===== src/rtl/msgq_pkg.sv =====
package msgq_pkg;

  localparam logic [31:0] MSGQ_INVALID = 32'hFFFF_FFFF;

  localparam logic [7:0] OFS_POP_FIRST = 8'h80;
  localparam logic [7:0] OFS_POP_LAST  = 8'h8C;
  localparam logic [7:0] OFS_PEEK      = 8'h90;
  localparam logic [7:0] OFS_STATUS    = 8'h98;
  localparam logic [7:0] OFS_CONFIG    = 8'h9C;

  localparam int STAT_FULL_BIT  = 31;
  localparam int STAT_EMPTY_BIT = 30;
  localparam int CFG_EN_BIT     = 0;
  localparam int CFG_PEND_BIT   = 4;

  typedef enum logic [2:0] {
    SEL_NONE,
    SEL_POP,
    SEL_PEEK,
    SEL_STATUS,
    SEL_CONFIG
  } msgq_sel_e;

endpackage


===== src/rtl/msgq_decode.sv =====
module msgq_decode
  import msgq_pkg::*;
#(
  parameter int ADDR_W = 12
) (
  input  logic [ADDR_W-1:0] addr,
  output msgq_sel_e         sel
);

  logic [7:0] low_ofs;
  logic       unused_addr;

  assign low_ofs     = addr[7:0];
  assign unused_addr = ^addr;

  always_comb begin
    sel = SEL_NONE;
    if (low_ofs >= OFS_POP_FIRST && low_ofs <= OFS_POP_LAST) begin
      sel = SEL_POP;
    end else begin
      case (low_ofs)
        OFS_PEEK:   sel = SEL_PEEK;
        OFS_STATUS: sel = SEL_STATUS;
        OFS_CONFIG: sel = SEL_CONFIG;
        default:    sel = SEL_NONE;
      endcase
    end
  end

endmodule


===== src/rtl/msgq_store.sv =====
module msgq_store
  import msgq_pkg::*;
#(
  parameter int DEPTH  = 8,
  parameter int DATA_W = 32,
  localparam int CNT_W = $clog2(DEPTH + 1)
) (
  input  logic              clk,
  input  logic              rst,
  input  logic              push,
  input  logic [DATA_W-1:0] push_data,
  input  logic              pop,
  output logic [DATA_W-1:0] head,
  output logic [CNT_W-1:0]  count,
  output logic              full,
  output logic              empty
);

  logic [DATA_W-1:0] slot_q [DEPTH];
  logic [CNT_W-1:0]  count_q;
  logic              pop_ok;
  logic              push_ok;

  assign empty   = (count_q == '0);
  assign full    = (count_q == CNT_W'(DEPTH));
  assign pop_ok  = pop && !empty;
  assign push_ok = push && (!full || pop_ok);
  assign head    = slot_q[0];
  assign count   = count_q;

  for (genvar i = 0; i < DEPTH; i++) begin : g_slot
    logic [DATA_W-1:0] shifted;
    logic [DATA_W-1:0] slot_d;

    if (i == DEPTH - 1) begin : g_tail
      assign shifted = DATA_W'(MSGQ_INVALID);
    end else begin : g_body
      assign shifted = slot_q[i+1];
    end

    always_comb begin
      slot_d = slot_q[i];
      if (pop_ok) begin
        slot_d = shifted;
        if (push_ok && count_q == CNT_W'(i + 1)) begin
          slot_d = push_data;
        end
      end else if (push_ok && count_q == CNT_W'(i)) begin
        slot_d = push_data;
      end
    end

    always_ff @(posedge clk) begin
      if (rst) begin
        slot_q[i] <= DATA_W'(MSGQ_INVALID);
      end else begin
        slot_q[i] <= slot_d;
      end
    end
  end

  always_ff @(posedge clk) begin
    if (rst) begin
      count_q <= '0;
    end else begin
      case ({push_ok, pop_ok})
        2'b10:   count_q <= count_q + CNT_W'(1);
        2'b01:   count_q <= count_q - CNT_W'(1);
        default: count_q <= count_q;
      endcase
    end
  end

endmodule


===== src/rtl/msgq_irq.sv =====
module msgq_irq (
  input  logic clk,
  input  logic rst,
  input  logic enable,
  input  logic pending,
  output logic irq
);

  logic irq_q;

  always_ff @(posedge clk) begin
    if (rst) begin
      irq_q <= 1'b0;
    end else begin
      irq_q <= enable && pending;
    end
  end

  assign irq = irq_q;

endmodule


===== src/rtl/msgq_regs.sv =====
module msgq_regs
  import msgq_pkg::*;
#(
  parameter int DEPTH  = 8,
  parameter int ADDR_W = 12,
  localparam int CNT_W = $clog2(DEPTH + 1)
) (
  input  logic              clk,
  input  logic              rst,
  input  logic [ADDR_W-1:0] bus_addr,
  input  logic              bus_rd,
  input  logic              bus_wr,
  input  logic [31:0]       bus_wdata,
  output logic [31:0]       bus_rdata,
  input  logic              push_valid,
  input  logic [31:0]       push_data,
  output logic              irq
);

  msgq_sel_e        sel;
  logic [31:0]      head;
  logic [CNT_W-1:0] q_count;
  logic             q_full;
  logic             q_empty;
  logic             cfg_en_q;
  logic [31:0]      rd_mux;
  logic [31:0]      rdata_q;
  logic             unused_wdata;

  assign unused_wdata = ^bus_wdata[31:1];

  msgq_decode #(.ADDR_W(ADDR_W)) u_decode (
    .addr (bus_addr),
    .sel  (sel)
  );

  msgq_store #(.DEPTH(DEPTH), .DATA_W(32)) u_store (
    .clk       (clk),
    .rst       (rst),
    .push      (push_valid),
    .push_data (push_data),
    .pop       (bus_rd && sel == SEL_POP),
    .head      (head),
    .count     (q_count),
    .full      (q_full),
    .empty     (q_empty)
  );

  msgq_irq u_irq (
    .clk     (clk),
    .rst     (rst),
    .enable  (cfg_en_q),
    .pending (!q_empty),
    .irq     (irq)
  );

  always_ff @(posedge clk) begin
    if (rst) begin
      cfg_en_q <= 1'b0;
    end else if (bus_wr && sel == SEL_CONFIG) begin
      cfg_en_q <= bus_wdata[CFG_EN_BIT];
    end
  end

  always_comb begin
    rd_mux = '0;
    case (sel)
      SEL_POP:    rd_mux = q_empty ? MSGQ_INVALID : head;
      SEL_PEEK:   rd_mux = head;
      SEL_STATUS: begin
        rd_mux[STAT_FULL_BIT]  = q_full;
        rd_mux[STAT_EMPTY_BIT] = q_empty;
      end
      SEL_CONFIG: begin
        rd_mux[CFG_EN_BIT]   = cfg_en_q;
        rd_mux[CFG_PEND_BIT] = !q_empty;
      end
      default:    rd_mux = '0;
    endcase
  end

  always_ff @(posedge clk) begin
    if (rst) begin
      rdata_q <= '0;
    end else if (bus_rd) begin
      rdata_q <= rd_mux;
    end
  end

  assign bus_rdata = rdata_q;

endmodule


===== config.mk =====
export PLATFORM = sky130hd
export DESIGN_NAME = msgq_regs
export DESIGN_NICKNAME = d
export VERILOG_FILES = /design/src/rtl/msgq_pkg.sv /design/src/rtl/msgq_decode.sv /design/src/rtl/msgq_store.sv /design/src/rtl/msgq_irq.sv /design/src/rtl/msgq_regs.sv
export SDC_FILE = /design/constraint.sdc
export NUM_CORES = 1
export LEC_CHECK = 0
export ABC_CLOCK_PERIOD_IN_PS = 2200
export BUFFER_PORTS_ARGS = -buffer_cell sky130_fd_sc_hd__buf_4
export CAP_MARGIN = 15
export CORE_MARGIN = 10
export CORE_UTILIZATION = 26
export DETAILED_ROUTE_END_ITERATION = 10
export HOLD_SLACK_MARGIN = 0.12
export PLACE_DENSITY_LB_ADDON = 0.05
export RECOVER_POWER = 25
export SYNTH_ARGS = -nofsm -noshare
export SYNTH_HDL_FRONTEND = slang
export SYNTH_SLANG_ARGS = --single-unit

===== constraint.sdc =====
create_clock -name clk -period 2.2 [get_ports clk]
set_input_delay 0.44 -clock clk [delete_from_list [all_inputs] [get_ports clk]]
set_output_delay 0.44 -clock clk [all_outputs]
set_load 0.005 [all_outputs]

Word-level counts from Yosys, hierarchy flattened

Memories as Yosys holds them, arrays and structs flattened.
Index checks and enable logic that the tools add are counted.

Add/sub/neg operators: 2
Multiply operators: 0
Div/mod/pow operators: 0
$lt $le $gt $ge: 2
Equality and inequality tests: 17
Shift operators: 0
Multiplexer cells: 37
Bitwise operators: 8
Reduce and logical (&&, ||, !) cells: 20

Operator list:

| kind                  | number |
|---|---|
| $mux W32              | 26 |
| $pmux W25 S2          | 1 |
| $eq A8 B8 Y1 const B  | 3 |
| $eq A4 B3 Y1 const B  | 4 |
| $logic_and A1 B1 Y1   | 15 |
| $pmux W3 S3           | 1 |
| $eq A4 B2 Y1 const B  | 2 |
| $ge A8 B8 Y1 const B  | 1 |
| $le A8 B8 Y1 const B  | 1 |
| $or A1 B1 Y1          | 8 |
| $pmux W4 S2           | 1 |
| $eq A3 B2 Y1 const B  | 2 |
| $pmux W1 S3           | 2 |
| $pmux W2 S3           | 1 |
| $pmux W3 S2           | 1 |
| $add A4 B1 Y4 const B | 1 |
| $eq A4 B1 Y1 const B  | 1 |
| $eq A4 B4 Y1 const B  | 1 |
| $logic_not A4 Y1      | 1 |
| $sub A4 B1 Y4 const B | 1 |
| $eq A3 B1 Y1 const B  | 1 |
| $eq A3 B3 Y1 const B  | 1 |
| $mux W1               | 3 |
| $mux W3               | 1 |
| other kinds (5)       | 6 |

Register bits after elaboration: 38
Bits in latches: 0
Memory bits (writable): 256
Memory bits (read-only): 0
Output and inout bits: 33
Logic and storage cells: 91
Memories: 1

Memory list:

| memory         | depth | bits a word | rd ports | clocked after Yosys merged registers in | write ports | RTL line         | RTL |
|---|---|---|---|---|---|---|---|
| u_store.slot_q | 8     | 32          | 8        | 0                                       | 8           | msgq_store.sv:19 | `logic [DATA_W-1:0] slot_q [DEPTH];` |

Logic depth before layout (Yosys ltp)

Word-level depth: 12
Depth in mapped cells: 9
Depth with buffers taken out: 7

Hierarchy

Synthesis repeated with hierarchy kept, for this count alone.

Cell total of the unflattened synthesis: 1672
Area total of the unflattened synthesis: 14009.7 µm²

Modules (own cells, without submodules):

| module      | instances | cells each | area an instance (µm²) |
|---|---|---|---|
| msgq_store  | 1         | 1496       | 12484.5 |
| msgq_regs   | 1         | 165        | 1431.4 |
| msgq_decode | 1         | 9          | 65.1 |
| msgq_irq    | 1         | 2          | 28.8 |

Least setup slack after synthesis

Ideal clock, no wire load.

Path type: input to register
Start point: in bus_addr[6]
End point: mem u_store.slot_q[7][12] (netlist: u_store.slot_q[1][108])
Setup time: 0.060 ns
Arrival time: 2.253 ns
Data required time: 2.140 ns
Setup slack: -0.113 ns
Stages on the path: 6
Buffers on the path: 1
Path through: or4b_1 nor4_4 mux2i_1 clkbuf_1 o22ai_1 nand2b_1

RTL lines:

| element         | RTL line         | RTL |
|---|---|---|
| start, declared | msgq_regs.sv:10  | `input logic [ADDR_W-1:0] bus_addr,` |
| end, declared   | msgq_store.sv:19 |  |

==> qor.csv <==
metric,value,unit
run_status,"complete, no violations",
antenna_found_initial,1,
vias_per_cell,4.61,
ys.flop_type,dfxtp_1,
peakVddDrop,500,uV
drt_iter0_drc,565,
wire_per_inst,17.3,um
drv_cap,0,
finalSetupViolations,0,
clockBufferDepth,3,
async_reset_ff_frac,0,
ant_nets,0,
grt_util_all_layers,0.129,
route.detailed.drc,0,
gp_congestion,0.720,
synth_area_leaders,"dfxtp_1, mux2i_1, nand2_1",
ys_ff_latch,294,
total_power,13.0,mW
std_cell_rows,83,
finalNonFillerCells,2365,
start_util,0.264,
clk_pin_slew_worst_paths,0.05,ns
p_leak,6.55,nW
worst_setup_path_start_kind,register,
cp.required,2.64,ns
ys_seq_area_frac,0.433,
finClkSkew,0.0218,ns
post_cts_buffers,0,
die_area,61800,um^2
drive_gt1_frac,0.133,
vias,10908,
syn2layout_area_growth,23.0,%
period_share,0.964,
max_slew.worst_pin.slew,0.476,ns
place_inst,2295,
max_freq,471,MHz
drtPass1Iterations,4,
ys.warnings.count,0,
hold_viol_final,0,
coreArea,51500,um^2
die_w,249,um
root_buffer,clkbuf_16,
synth_area,13600,um^2
avgSynthCellArea,8.38,um^2
grt_overflow,0,
synth-edff-count,0,
p_per_area,778,nW/um^2
htree_num_levels,2,
numCtsBuffers,39,
netlist-cell-type-count,43,
grt_pass1_vias,10316,
hp-class,in2reg,
min_period,2.12,ns
hpwl,25.1,mm
grt_max_degree,67,
grt_pass1_wl,64.3,mm
cts_sinks,294,
worst_setup_path_end_kind,register,
slew_headroom,0.682,
cts_tree,done,
fp.dieH,249,um
io_buffers,78,
wirelength,40.9,mm
crit_fanout,63,
syn_inst,1621,
finalMaxSlewViolations,0,
synth_top_cell_area_share,0.433,
num_io_pins,114,
layout_setup_ws,0.0787,ns
synthesis.nets,1706,
tns,0,ns
pre_cts_ws,-0.222,ns
yosys.area.top_type,dfxtp_1,
rsz0062_at_grt,yes,
worstPathArrival,2.56,ns
nets,1742,
clock_latency,0.56,ns
path_class,reg2reg,
-- area by class of cell --
cell class / instances / area (um^2)
inverters: 4 / 15.0
well taps: 680 / 851
repair buffers: 161 / 1590
flip-flops and latches: 294 / 5890
fillers: 5462 / 34800
clock inverters: 9 / 113
multi-input cells: 1157 / 7070
clock buffers: 59 / 1180
diodes: 1 / 2.50
-- power by group --
part / switching, mW / total, mW / internal (mW) / leakage, nW
registers: 0.0936 / 5.56 / 5.47 / 2.39
logic: 0.601 / 1.02 / 0.415 / 3.53
clock network: 2.49 / 6.42 / 3.93 / 0.637
total: 3.19 / 13.0 / 9.82 / 6.55
-- critical path, cell delays in order (launching register included) --
cell and delay (ns):
dfxtp_1 0.31, inv_1 0.07, ha_1 0.21, or3b_2 0.47, nand4_1 0.15, buf_12 0.17, buf_12 0.27, nand2_1 0.09
a21o_1 0.18
-- per-stage QoR --
step	utilization	hold slack, ns	area [um^2]
floorplan	-	0.443	13600
global placement	0.300	0.450	15400
detailed placement	0.300	0.455	15400
CTS	0.325	0.124	16700
global route	0.324	0.163	16700
finish	0.324	0.157	16700
-- cell families after synthesis --
group	after synthesis	share of synthesized area
xor gates and xnor gates	2	0.00129
muxes	195	0.144
adders and majority gates	4	0.00369
AOI/OAI and AO/OA	362	0.186
and+or+nand+nor	594	0.181
DFF	294	0.433
buffers and inverters	170	0.0510
-- cells in the mapped netlist (2+ instances only) --
master / count
nand3_1: 38
a211oi_1: 2
a221oi_1: 2
a21oi_1: 62
inv_1: 4
or3_1: 2
o211ai_1: 61
mux2i_1: 194
nor2_1: 10
o21ai_0: 2
nand2_1: 487
a21o_1: 192
dfxtp_1: 294
o21ai_1: 2
nor3b_1: 2
nor3_1: 7
and3_1: 3
nand2b_1: 33
ha_1: 4
clkbuf_1: 113
o22ai_1: 32
buf_1: 9
nand4_1: 3
buf_2: 44
-- final timing paths --
path	start	endpoint	slack [ns]	depth (start not counted)
setup / recovery	u_store.count[1]	u_store.slot_q[1][35]	0.08	8
setup reg to reg	u_store.count[1]	u_store.slot_q[1][35]	0.08	8
hold / removal	bus_wr	cfg_en_q	0.16	4
hold reg to reg	bus_rdata[14]	bus_rdata[14]	0.46	2
-- cell usage in the layout, fill, tap and decap left out, types with 2 or more instances in the layout --
| master | n |
|---|---|
| nand2_1 | 487 |
| dfxtp_1 | 294 |
| mux2i_1 | 193 |
| a21o_1 | 192 |
| buf_4 | 90 |
| a21oi_1 | 62 |
| o211ai_1 | 61 |
| clkbuf_16 | 40 |
| nand3_1 | 35 |
| nand2b_1 | 33 |
| buf_12 | 33 |
| o22ai_1 | 32 |
| clkbuf_4 | 22 |
| clkbuf_1 | 20 |
| clkbuf_8 | 11 |
| nor2_1 | 7 |
| nor3_1 | 4 |
| inv_1 | 4 |
| ha_1 | 4 |
| clkinv_2 | 4 |
| nor3_2 | 3 |
| nor2_2 | 3 |
| and3_1 | 3 |
| nand4_1 | 3 |
| o21ai_0 | 3 |
| nand3_2 | 3 |
| or3_1 | 2 |
| a211oi_1 | 2 |
| a221oi_1 | 2 |
| bufinv_16 | 2 |
-- per-layer routing --
layer	vias to the layer above	share of wire	global-route usage
met2	171	0.41	0.182
met4	0	0.018	0.0351
li1	5574	-	-
met1	5115	0.53	0.193
met5	-	0	0
met3	48	0.037	0.0242
-- state kept, by name (all words and copies together) (netlist names) --
register	flops
bus_rdata	32
cfg_en_q	1
u_irq.irq	1
u_store.count	4
u_store.slot_q	256
-- timing repair --
action / CTS / global route
gates resized for setup: 1 / 1
endpoints found under the hold margin: 1 / 0
setup endpoints to repair: 2 / 136
hold buffers: 1 / 0
No activity file was read; power rests on OpenSTA's default activity.
